===== config.mk =====
export PLATFORM = sky130hd
export DESIGN_NAME = bus_tenure_arbiter
export DESIGN_NICKNAME = d
export VERILOG_FILES = /design/src/rtl/arb_pkg.sv /design/src/rtl/arb_age_bank.sv /design/src/rtl/arb_pick.sv /design/src/rtl/arb_owner.sv /design/src/rtl/bus_tenure_arbiter.sv
export SDC_FILE = /design/constraint.sdc
export NUM_CORES = 1
export LEC_CHECK = 0
export BUFFER_PORTS_ARGS = -buffer_cell sky130_fd_sc_hd__buf_2
export CAP_MARGIN = 20
export CORE_ASPECT_RATIO = 1.4
export CORE_MARGIN = 4
export CORE_UTILIZATION = 52
export DETAILED_ROUTE_END_ITERATION = 12
export PLACE_DENSITY_LB_ADDON = 0.12
export SLEW_MARGIN = 20
export SYNTH_ARGS = -nofsm -noshare
export SYNTH_HDL_FRONTEND = slang
export SYNTH_HIERARCHICAL = 1
export SYNTH_SLANG_ARGS = --single-unit

===== constraint.sdc =====
create_clock -name clk -period 2.5 [get_ports clk]
set_input_delay 0.25 -clock clk [delete_from_list [all_inputs] [get_ports clk]]
set_output_delay 0.25 -clock clk [all_outputs]
set_load 0.01 [all_outputs]

===== src/rtl/arb_pkg.sv =====
package arb_pkg;

    typedef enum logic {
        PH_OPEN = 1'b0,
        PH_HELD = 1'b1
    } arb_phase_e;

    localparam int unsigned ARB_POOL_W = 32;

    function automatic int unsigned lowest_set(input logic [ARB_POOL_W-1:0] v);
        int unsigned r;
        r = 0;
        for (int i = ARB_POOL_W - 1; i >= 0; i--) begin
            if (v[i]) r = i;
        end
        return r;
    endfunction

endpackage


===== src/rtl/arb_age_bank.sv =====
module arb_age_bank #(
    parameter int unsigned N       = 4,
    parameter int unsigned AGE_MAX = 8
) (
    input  logic         clk,
    input  logic         rst,
    input  logic [N-1:0] elig,
    input  logic [N-1:0] holder,
    input  logic [N-1:0] clr,
    output logic [N-1:0] aged
);
    localparam int unsigned AGE_W = $clog2(AGE_MAX + 1);

    for (genvar i = 0; i < N; i++) begin : g_age
        logic [AGE_W-1:0] age_q;

        always_ff @(posedge clk) begin
            if (rst) begin
                age_q <= '0;
            end else if (clr[i]) begin
                age_q <= '0;
            end else if (elig[i] && !holder[i] && age_q != AGE_W'(AGE_MAX)) begin
                age_q <= age_q + 1'b1;
            end
        end

        assign aged[i] = elig[i] && (age_q == AGE_W'(AGE_MAX));
    end
endmodule


===== src/rtl/arb_pick.sv =====
module arb_pick
    import arb_pkg::*;
#(
    parameter int unsigned N     = 4,
    parameter int unsigned IDX_W = 2
) (
    input  logic [N-1:0]     elig,
    input  logic [N-1:0]     aged,
    output logic             any,
    output logic [IDX_W-1:0] win
);
    logic [ARB_POOL_W-1:0] pool;

    always_comb begin
        pool        = '0;
        pool[N-1:0] = (aged != '0) ? aged : elig;
        any         = (elig != '0);
        win         = IDX_W'(lowest_set(pool));
    end
endmodule


===== src/rtl/arb_owner.sv =====
module arb_owner
    import arb_pkg::*;
#(
    parameter int unsigned N     = 4,
    parameter int unsigned IDX_W = 2,
    parameter int unsigned TEN_W = 8
) (
    input  logic             clk,
    input  logic             rst,
    input  logic [N-1:0]     req,
    input  logic             any,
    input  logic [IDX_W-1:0] win,
    input  logic [TEN_W-1:0] limit,
    output logic             held,
    output logic [IDX_W-1:0] idx,
    output logic             at_end,
    output logic [N-1:0]     locked,
    output logic [N-1:0]     grant_now
);
    arb_phase_e       phase_q;
    logic [TEN_W-1:0] cnt_q;
    logic [TEN_W-1:0] eff_lim;
    logic             release_now;

    always_comb begin
        eff_lim     = (limit == '0) ? TEN_W'(1) : limit;
        held        = (phase_q == PH_HELD);
        at_end      = held && (cnt_q >= eff_lim - TEN_W'(1));
        release_now = held && (!req[idx] || at_end);
        grant_now   = '0;
        if (!held && any) grant_now[win] = 1'b1;
    end

    always_ff @(posedge clk) begin
        if (rst) begin
            phase_q <= PH_OPEN;
            idx     <= '0;
            cnt_q   <= '0;
        end else if (held) begin
            if (release_now) phase_q <= PH_OPEN;
            else             cnt_q   <= cnt_q + 1'b1;
        end else if (any) begin
            phase_q <= PH_HELD;
            idx     <= win;
            cnt_q   <= '0;
        end
    end

    for (genvar i = 0; i < N; i++) begin : g_lock
        always_ff @(posedge clk) begin
            if (rst) begin
                locked[i] <= 1'b0;
            end else if (!req[i]) begin
                locked[i] <= 1'b0;
            end else if (at_end && idx == IDX_W'(i)) begin
                locked[i] <= 1'b1;
            end
        end
    end
endmodule


===== src/rtl/bus_tenure_arbiter.sv =====
module bus_tenure_arbiter #(
    parameter int unsigned N       = 4,
    parameter int unsigned TEN_W   = 8,
    parameter int unsigned AGE_MAX = 8,
    localparam int unsigned IDX_W  = (N > 1) ? $clog2(N) : 1
) (
    input  logic             clk,
    input  logic             rst,
    input  logic [N-1:0]     req,
    input  logic [TEN_W-1:0] tenure_limit,
    output logic [N-1:0]     gnt,
    output logic [N-1:0]     gnt_last,
    output logic [IDX_W-1:0] owner_idx,
    output logic             owner_valid
);
    logic [N-1:0]     locked;
    logic [N-1:0]     elig;
    logic [N-1:0]     aged;
    logic [N-1:0]     grant_now;
    logic             any;
    logic [IDX_W-1:0] win;
    logic             at_end;

    always_comb begin
        elig = req & ~locked;
        gnt  = '0;
        if (owner_valid) gnt[owner_idx] = 1'b1;
        gnt_last = at_end ? gnt : '0;
    end

    arb_age_bank #(.N(N), .AGE_MAX(AGE_MAX)) u_age (
        .clk(clk), .rst(rst), .elig(elig), .holder(gnt),
        .clr(grant_now), .aged(aged)
    );

    arb_pick #(.N(N), .IDX_W(IDX_W)) u_pick (
        .elig(elig), .aged(aged), .any(any), .win(win)
    );

    arb_owner #(.N(N), .IDX_W(IDX_W), .TEN_W(TEN_W)) u_own (
        .clk(clk), .rst(rst), .req(req), .any(any), .win(win),
        .limit(tenure_limit), .held(owner_valid), .idx(owner_idx),
        .at_end(at_end), .locked(locked), .grant_now(grant_now)
    );
endmodule


==> flow_metrics.env, run 1 <==
export IMPL_area_growth_synth_to_final_pct=25.3
export IMPL_post_route_util=0.675
export IMPL_synth_net_count=280
export IMPL_worstSetupStartpointType="primary input"
export IMPL_grt_overflow_total=0
export IMPL_cpMostUsedCell="buf_6"
export IMPL_rows=27
export IMPL_ff2ff_path_depth=9
export IMPL_finalSetupViolCount=4
export IMPL_clk_latency_ns=0.27
export IMPL_reg2reg_setup_slack_ns=0.25
export IMPL_clockBufferDepth=2
export IMPL_synthAdderAreaFrac=0.107
export IMPL_layout_common_cells="dfxtp_1, buf_4, buf_2"
export IMPL_critPathKind="primary input to output pin"
export IMPL_grt_use_met2=0.378
export IMPL_rr_startpoint="u_own/cnt_q[0]"
export IMPL_synth_seq_cells=31
export IMPL_max_freq_ghz=0.382
export IMPL_grt_use_met3=0.0311
export IMPL_finClkSkew_ns=0.00769
export IMPL_routed_wl_mm=5.04
export IMPL_cts_buffers=5
export IMPL_port_buffers=24
export IMPL_synth_area_mm2=0.00211
export IMPL_critPathCaptureType="output pin"
export IMPL_gp_congestion=0.846
export IMPL_async_flop_share=0
export IMPL_drtIter0Drc=49
export IMPL_die_area_mm2=0.00516
export IMPL_synth_top_family_by_area="simple AND/OR/NAND/NOR gates"
export IMPL_cp_buffers_inverters=3
export IMPL_final_common_cell="dfxtp_1"
export IMPL_holdBufCountCts=0
export IMPL_reg2reg_to="u_own/cnt_q[6]"
export IMPL_gr_usage_met1=0.237
export IMPL_final_max_slew_viol_count=0
export IMPL_crit_fanout=4
export IMPL_synth_ff_type="dfxtp_1"
export IMPL_crit_chain="buf_6 > nor4_4 > a31oi_2 > buf_4 > ha_1 > nand2b_1 > a2111o_1 > a21oi_4 > nor2b_4 > and4bb_2 > buf_6"
export IMPL_synthXorXnorAreaFrac=0.0166
export IMPL_die_w_um=61.8
export IMPL_route_vias_total=2022
export IMPL_violations="setup timing"
export IMPL_period_share=1.05
export IMPL_hp_start="req[0]"
export IMPL_yosysTopAreaCell="dfxtp_1"
export IMPL_grt_usage=0.209
export IMPL_holdPathEnd="u_own/locked[0]"
export IMPL_whs_path_depth=2
export IMPL_tns_ns=-0.452
export IMPL_top_usage_layer="met2"
export IMPL_maxSlewHeadroom=0.647
export IMPL_cts_root_buf="clkbuf_8"
export IMPL_clkTransAtPathRegs_ns=0.07
export IMPL_ys_warn_count=6
export IMPL_slowest_stage="a2111o_1"
export IMPL_p_per_area_mw_per_mm2=430
export IMPL_syn_inst=248
export IMPL_critPathTopFamily="compound AO/OA/AOI/OAI gates"
export IMPL_grt_pass1_vias=1967
export IMPL_ant_nets=0
export IMPL_synth_area_leaders="dfxtp_1, ha_1, a21boi_0, a21oi_1, nand3_1"
export IMPL_max_stage_delay_ns=0.46
export IMPL_cts_tree="done"
export IMPL_initial_core_util=0.539
export IMPL_layout_min_cycle_time_ns=2.62
export IMPL_ys_seq_area_frac=0.294
export IMPL_post_drt_via_cell_ratio=5.88
export IMPL_htree_levels=2
export IMPL_synth_top_area_frac=0.294
export IMPL_outcome="finished, violations left"
export IMPL_coreArea_mm2=0.00392
export IMPL_wire_per_inst_um=14.6
export IMPL_dpl_hpwl_mm=3.86
export IMPL_tightest_slew_ns=0.528
export IMPL_drive_above_1_share=0.266
export IMPL_hold_class="primary input to flip-flop"
export IMPL_ir_worst_vdd_uv=459
export IMPL_boundaryPins=25
export IMPL_grt_pass1_wl_mm=8.45
export IMPL_antenna_found_initial=0
export IMPL_synth_compound_area_frac=0.221
export IMPL_leakagePower_nw=1.16
export IMPL_drtPass1Iterations=4
export IMPL_cts_sinks=31
export IMPL_fin_ws_ns=-0.120
export IMPL_rsz0062_at_grt="true"
export IMPL_cp_arrival_ns=2.37
export IMPL_post_synth_cell_area_avg_um2=8.51
export IMPL_maxCapViolations=0
export IMPL_final_net_count=333
export IMPL_diodes=0
export IMPL_synthMuxAreaShare=0.0249
export IMPL_yosys_area_share_simple=0.306
export IMPL_hold_violations=0
export IMPL_route_detailed_drc=0
export IMPL_die_h_um=83.4
export IMPL_grt_max_degree=19
export IMPL_worstPathRequired_ns=2.25
export IMPL_synth_cell_types=52
export IMPL_synth_edf_count=0
## metal layers
metal / share of wire / up-vias / wire length [µm]
met5: 0 / - / 0
met4: 0.014 / 0 / 72
met3: 0.024 / 8 / 119
met2: 0.55 / 33 / 2770
met1: 0.41 / 960 / 2070
li1: - / 1021 / -
## cell families (layout without fill, tap and decap cells)
family          Yosys count  count (layout)
flops                    31              31
compound gates           67              67
mux                       4               4
xor+xnor                  4               4
buf+inv                  16              69
fa+ha+maj                18              18
simple gates            108             108
## cell usage after synthesis (4+ instances only)
cell	instances
nor2_1	14
nand2b_1	10
inv_1	15
and3_1	4
nor4b_1	4
or3_1	6
nand2_1	14
dfxtp_1	31
nor2b_1	10
nor3_1	5
a21boi_0	12
o211a_1	4
nand3b_1	4
a21oi_1	15
o21ai_0	13
a31oi_1	7
ha_1	18
nand3_1	14
## per-stage QoR
step / hold WS, ns / std cells / cell area [µm²] / power [W] / setup slack (ns)
2_1_floorplan: 0.319 / 248 / 2120 / 0.000655 / 0.00937
3_3_place_gp: 0.480 / 334 / 2440 / 0.000732 / -0.183
5_1_grt: 0.223 / 344 / 2650 / 0.00120 / -0.257
6_report: 0.226 / 344 / 2650 / 0.00114 / -0.120
4_1_cts: 0.214 / 343 / 2610 / 0.00115 / -0.145
3_5_place_dp: 0.493 / 334 / 2440 / 0.000736 / -0.277
## worst max path at each step
stage | start | end | slack (ns) | cells after the start
after floorplan | tenure_limit[2] | gnt_last[3] | 0.009 | 9
after global placement | tenure_limit[2] | gnt_last[3] | -0.18 | 14
after detailed placement | tenure_limit[2] | gnt_last[3] | -0.28 | 14
after CTS | tenure_limit[5] | gnt_last[0] | -0.14 | 10
after global routing | tenure_limit[2] | gnt_last[2] | -0.26 | 13
final | tenure_limit[2] | gnt_last[0] | -0.12 | 11
## sequential cells by signal, indices dropped and copies added (netlist names)
name and cells:
u_age/g_age.age_q 16, u_own/cnt_q 8, u_own/held 1, u_own/idx 2
u_own/locked 4
## power by group
part | internal (W) | switching, W
Sequential | 0.000509 | 0.0000162
Combinational | 0.0000984 | 0.000118
Clock | 0.000216 | 0.000181
Total | 0.000823 | 0.000315
## final cells by class
class / instances / area (µm²)
repair buffers: 47 / 340
inverters: 15 / 56.3
flip-flops and latches: 31 / 621
well taps: 43 / 53.8
fillers: 358 / 1270
clock inverters: 1 / 5.00
clock buffers: 6 / 82.6
multi-input cells: 201 / 1490
## timing repair
item                                    4_1_cts  5_1_grt
endpoints found under the setup margin        4       12
gates resized for setup                      15        7
setup buffers                                 2        1
pin swaps                                     6       10
Power figures use the tool's default switching activity.
==> inputs of run 2 (changes only) <==
- clock period: 2.5 -> 2.2 ns (I/O delays scaled with it)
==> run 2 against run 1 <==
The flow still finishes with violations (setup timing). Clock-buffer cell count is the same. Total power grew 29%. Wire length grew 7.4%. Core utilization grew 4.8 points. Critical path depth grew 2. Critical path type unchanged. Worst setup slack lost 0.29 ns.
==> flow_metrics.env, run 2 (same netlist as run 1, synthesis figures left out) <==
export IMPL_outcome="finished, violations left"
export IMPL_violations="setup timing"
export IMPL_die_area_mm2=0.00516
export IMPL_ant_nets=0
export IMPL_route_vias_total=2078
export IMPL_drtIter0Drc=75
export IMPL_final_common_cell="buf_4"
export IMPL_layout_common_cells="buf_4, dfxtp_1, buf_2"
export IMPL_ir_worst_vdd_uv=495
export IMPL_hp_start="req[1]"
export IMPL_reg2reg_setup_slack_ns=-0.09
export IMPL_cts_tree="done"
export IMPL_coreArea_mm2=0.00392
export IMPL_drive_above_1_share=0.333
export IMPL_diodes=0
export IMPL_final_max_slew_viol_count=0
export IMPL_clockBufferDepth=2
export IMPL_critPathCaptureType="output pin"
export IMPL_clk_latency_ns=0.29
export IMPL_finClkSkew_ns=0.00668
export IMPL_dpl_worst_slack_ns=-0.502
export IMPL_wire_per_inst_um=15.2
export IMPL_hold_violations=0
export IMPL_worstSetupStartpointType="primary input"
export IMPL_fin_hold_ws_ns=0.188
export IMPL_maxSlewHeadroom=0.620
export IMPL_finalInstanceArea_mm2=0.00283
export IMPL_tightest_slew_ns=0.569
export IMPL_layout_min_cycle_time_ns=2.61
export IMPL_gp_congestion=0.806
export IMPL_fin_cells=355
export IMPL_dpl_cell_area_mm2=0.00249
export IMPL_max_flop_register="u_age/g_age.age_q"
export IMPL_slowest_stage="nor4_4"
export IMPL_post_route_util=0.723
export IMPL_rsz0062_at_grt="true"
export IMPL_worstPathRequired_ns=1.98
export IMPL_route_detailed_drc=0
export IMPL_nFillCells=339
export IMPL_whs_path_depth=2
export IMPL_post_drt_via_cell_ratio=5.85
export IMPL_port_buffers=24
export IMPL_max_stage_delay_ns=0.31
export IMPL_final_net_count=343
export IMPL_holdPathEnd="u_own/locked[1]"
export IMPL_routed_wl_mm=5.41
export IMPL_p_per_area_mw_per_mm2=518
export IMPL_die_w_um=61.8
export IMPL_die_h_um=83.4
export IMPL_top_regs="u_age/g_age.age_q: 16 flops, u_own/cnt_q: 8 flops, u_own/locked: 4 flops"
export IMPL_area_growth_synth_to_final_pct=34.2
export IMPL_period_share=1.19
export IMPL_critPathKind="primary input to output pin"
export IMPL_crit_fanout=4
export IMPL_grt_pass1_vias=1976
export IMPL_clkTransAtPathRegs_ns=0.07
export IMPL_ff2ff_path_depth=10
export IMPL_hold_class="primary input to flip-flop"
export IMPL_cts_root_buf="clkbuf_8"
export IMPL_grt_usage=0.218
export IMPL_antenna_found_initial=0
export IMPL_htree_levels=2
export IMPL_reg2reg_to="u_own/cnt_q[5]"
export IMPL_largest_reg_flops=16
export IMPL_cp_arrival_ns=2.39
export IMPL_max_freq_ghz=0.383
export IMPL_leakagePower_nw=1.24
export IMPL_rr_startpoint="u_own/cnt_q[0]"
export IMPL_cts_sinks=31
export IMPL_maxCapViolations=0
export IMPL_boundaryPins=25
export IMPL_grt_max_degree=20
export IMPL_fin_ws_ns=-0.410
export IMPL_dpl_hpwl_mm=3.88
export IMPL_cts_buffers=5
export IMPL_crit_chain="buf_8 > nor4_4 > a31oi_2 > ha_2 > nand2_1 > xor2_1 > ha_1 > nand4_1 > a21oi_2 > a21oi_4 > nor2b_2 > and4bb_2 > buf_6"
export IMPL_finalSetupViolCount=17
export IMPL_grt_pass1_wl_mm=8.69
export IMPL_drtPass1Iterations=4
export IMPL_initial_core_util=0.539
export IMPL_grt_overflow_total=0
export IMPL_placedCellCount=340
export IMPL_rows=27
==> run 2: cell types whose count changed in the layout (fill, tap and decap cells not counted), sizes merged <==
| cell | before | now |
|---|---|---|
| buf | 47 | 57 |
| bufinv | 0 | 1 |
==> run 2: area by class of cell <==
cell class,instances,area (µm²),area share
Inverter,15,56.3,0.0199
Sequential cell,31,623,0.220
Clock inverter,2,35.0,0.0124
Multi-Input combinational cell,201,1570,0.553
Clock buffer,6,82.6,0.0292
Timing Repair Buffer,57,417,0.147
Tap cell,43,53.8,0.0190
==> run 2: metal layers <==
layer / track usage / vias to the layer above / routed length [µm] / share of wire
met5: 0 / - / 0 / 0
met4: 0.0869 / 0 / 144 / 0.027
met3: 0.0420 / 13 / 211 / 0.039
met2: 0.378 / 49 / 2870 / 0.53
met1: 0.249 / 971 / 2180 / 0.40
li1: - / 1045 / - / -
==> run 2: power breakdown <==
part           switching, W  total [W]  internal, W
Sequential        0.0000204   0.000599     0.000579
Combinational      0.000147   0.000278     0.000131
Clock              0.000224   0.000590     0.000366
Total              0.000391    0.00147      0.00108
==> run 2: metrics by stage <==
step	TNS, ns	total power (W)
global placement	-6.51	0.000842
finish	-5.26	0.00147
floorplan	-1.63	0.000745
detailed placement	-7.28	0.000846
CTS	-2.63	0.00145
global route	-7.21	0.00154
==> run 2: critical path: cells and delay by family <==
family                     cells  cell delay (ns)
and+or+nand+nor                5             0.92
adders and majority gates      2             0.52
AOI/OAI and AO/OA              3             0.45
buffers and inverters          2             0.20
xor gates and xnor gates       1             0.07
==> run 2: timing repair <==
| action | in CTS | in global routing |
|---|---|---|
| endpoints found under the setup margin | 16 | 32 |
| pin swaps | 7 | 11 |
| resized for setup | 8 | 30 |
| hold buffers | 0 | 0 |
| setup buffers | 5 | 2 |
==> run 2: worst max path at each step <==
stage	from	to	depth (start not counted)
floorplan	tenure_limit[2]	gnt_last[0]	8
global placement	tenure_limit[2]	gnt_last[0]	10
detailed placement	tenure_limit[2]	u_own/cnt_q[2]	13
CTS	tenure_limit[5]	gnt_last[0]	10
global route	tenure_limit[3]	gnt_last[0]	13
finish	tenure_limit[3]	gnt_last[0]	13
==> inputs of run 3 (changes only) <==
- CORE_ASPECT_RATIO: 1.4 -> unset
==> run 3 against run 2 <==
The run still ends with setup timing left. Design area fell by 1.8%. Critical path depth fell by 2. Clock skew up 0.0031 ns. Non-clock buffer count shrank 6.
==> flow_metrics.env, run 3 (same netlist as run 1, synthesis figures left out) <==
export IMPL_outcome="finished, violations left"
export IMPL_violations="setup timing"
export IMPL_cts_buffers=5
export IMPL_route_detailed_drc=0
export IMPL_max_freq_ghz=0.387
export IMPL_layout_min_cycle_time_ns=2.59
export IMPL_clockBufferDepth=2
export IMPL_max_flop_register="u_age/g_age.age_q"
export IMPL_ant_nets=0
export IMPL_largest_reg_flops=16
export IMPL_drive_above_1_share=0.317
export IMPL_layout_common_cells="dfxtp_1, buf_4, buf_2"
export IMPL_tightest_slew_ns=0.565
export IMPL_placedCellCount=343
export IMPL_htree_levels=2
export IMPL_reg2reg_setup_slack_ns=0.05
export IMPL_drtPass1Iterations=4
export IMPL_gp_congestion=0.840
export IMPL_cpMostUsedCell="buf_6"
export IMPL_dpl_cell_area_mm2=0.00249
export IMPL_power_w=0.00145
export IMPL_ir_worst_vdd_uv=399
export IMPL_leakagePower_nw=1.21
export IMPL_die_area_mm2=0.00514
export IMPL_post_route_util=0.733
export IMPL_critPathCaptureType="output pin"
export IMPL_clk_latency_ns=0.29
export IMPL_tns_ns=-2.88
export IMPL_die_h_um=71.7
export IMPL_rsz0062_at_grt="true"
export IMPL_whs_path_depth=2
export IMPL_maxSlewHeadroom=0.623
export IMPL_period_share=1.18
export IMPL_slowest_stage="a2111o_1"
export IMPL_crit_fanout=4
export IMPL_cts_root_buf="clkbuf_8"
export IMPL_worstSetupStartpointType="primary input"
export IMPL_die_w_um=71.7
export IMPL_wire_per_inst_um=14.6
export IMPL_rr_startpoint="u_own/cnt_q[0]"
export IMPL_fin_cells=354
export IMPL_crit_chain="buf_6 > nor4_4 > a31oi_4 > buf_6 > ha_4 > nand2b_4 > a2111o_1 > a21oi_4 > nor2b_4 > and4bb_2 > buf_6"
export IMPL_cts_tree="done"
export IMPL_route_vias_total=2044
export IMPL_reg2reg_to="u_own/locked[2]"
export IMPL_post_drt_via_cell_ratio=5.77
export IMPL_finalSetupViolCount=16
export IMPL_setup_worst_path_end="gnt_last[0]"
export IMPL_top_regs="u_age/g_age.age_q: 16 flops, u_own/cnt_q: 8 flops, u_own/locked: 4 flops"
export IMPL_grt_max_degree=20
export IMPL_hold_violations=0
export IMPL_routed_wl_mm=5.17
export IMPL_p_per_area_mw_per_mm2=523
export IMPL_antenna_found_initial=0
export IMPL_port_buffers=24
export IMPL_cp_arrival_ns=2.37
export IMPL_drtIter0Drc=66
export IMPL_coreArea_mm2=0.00380
export IMPL_fin_ws_ns=-0.387
export IMPL_boundaryPins=25
export IMPL_grt_pass1_wl_mm=8.50
export IMPL_cp_buffers_inverters=3
export IMPL_rows=22
export IMPL_grt_usage=0.205
export IMPL_clkTransAtPathRegs_ns=0.07
export IMPL_hold_class="primary input to flip-flop"
export IMPL_initial_core_util=0.556
export IMPL_grt_overflow_total=0
export IMPL_final_common_cell="dfxtp_1"
export IMPL_finalInstanceArea_mm2=0.00278
export IMPL_max_stage_delay_ns=0.47
export IMPL_ff2ff_path_depth=9
export IMPL_grt_pass1_vias=1929
export IMPL_startpoint="tenure_limit[3]"
export IMPL_final_max_slew_viol_count=0
export IMPL_worstPathRequired_ns=1.98
export IMPL_area_growth_synth_to_final_pct=31.8
export IMPL_critPathKind="primary input to output pin"
export IMPL_critPathTopFamily="compound AO/OA/AOI/OAI gates"
export IMPL_maxCapViolations=0
export IMPL_finClkSkew_ns=0.00974
export IMPL_crit_cells=11
export IMPL_diodes=0
export IMPL_final_net_count=337
export IMPL_cts_sinks=31
export IMPL_dpl_hpwl_mm=3.59
## run 3: cell types whose count changed in the layout (fill, tap and decap cells not counted), moves of 2 or more
cell,change
nor3_1,+2
a21oi_1,-2
buf_4,-5
nor3_2,-2
a21boi_2,-2
a21boi_1,-3
a21boi_0,+5
a21oi_2,+2
## run 3: final cells by class
class / instances / area (µm²)
clock buffer: 6 / 82.6
clock inverter: 2 / 35.0
fill: 290 / 1020
inverter: 15 / 56.3
multi-input combinational: 201 / 1560
sequential: 31 / 623
tap: 48 / 60.1
timing repair buffer: 51 / 364
## run 3: power breakdown
part / switching, W / internal, W
clock network: 0.000223 / 0.000366
logic: 0.000140 / 0.000125
registers: 0.0000223 / 0.000579
total: 0.000385 / 0.00107
## run 3: worst register-to-register path: stages, from the launching register on
cell and delay, ns:
dfxtp_1 0.36, inv_1 0.11, ha_4 0.24, nand2b_4 0.13, a2111o_1 0.47, a21oi_4 0.21
buf_4 0.16, buf_4 0.12, nor4bb_1 0.05, o211a_1 0.20
## run 3: layer usage
metal / wire length, µm / share of wire / up-vias / global-route usage
met5: 0 / 0 / - / 0
met4: 84 / 0.016 / 0 / 0.0814
met3: 169 / 0.033 / 7 / 0.0421
met2: 2370 / 0.46 / 35 / 0.331
met1: 2550 / 0.49 / 972 / 0.267
li1: - / - / 1030 / -
## run 3: metrics by stage
stage | setup slack [ns] | hold WS (ns)
2_1_floorplan | -0.183 | 0.289
3_3_place_gp | -0.402 | 0.470
3_5_place_dp | -0.448 | 0.479
4_1_cts | -0.348 | 0.184
5_1_grt | -0.501 | 0.193
6_report | -0.387 | 0.188
## run 3: timing repair
| item | in CTS | in global routing |
|---|---|---|
| endpoints found under the hold margin | 0 | 0 |
| pin swaps | 11 | 11 |
| buffers inserted | 2 | 1 |
| endpoints found under the setup margin | 16 | 33 |
| hold buffers | 0 | 0 |
| resized for setup | 11 | 21 |
## run 3: how the worst min path moves through the flow
stage | slack, ns | start | to
2_1_floorplan | 0.29 | rst | u_own/idx[0]
3_3_place_gp | 0.47 | req[2] | u_own/locked[2]
3_5_place_dp | 0.48 | req[2] | u_own/locked[2]
4_1_cts | 0.18 | req[3] | u_own/locked[3]
5_1_grt | 0.19 | req[3] | u_own/locked[3]
6_report | 0.19 | req[3] | u_own/locked[3]
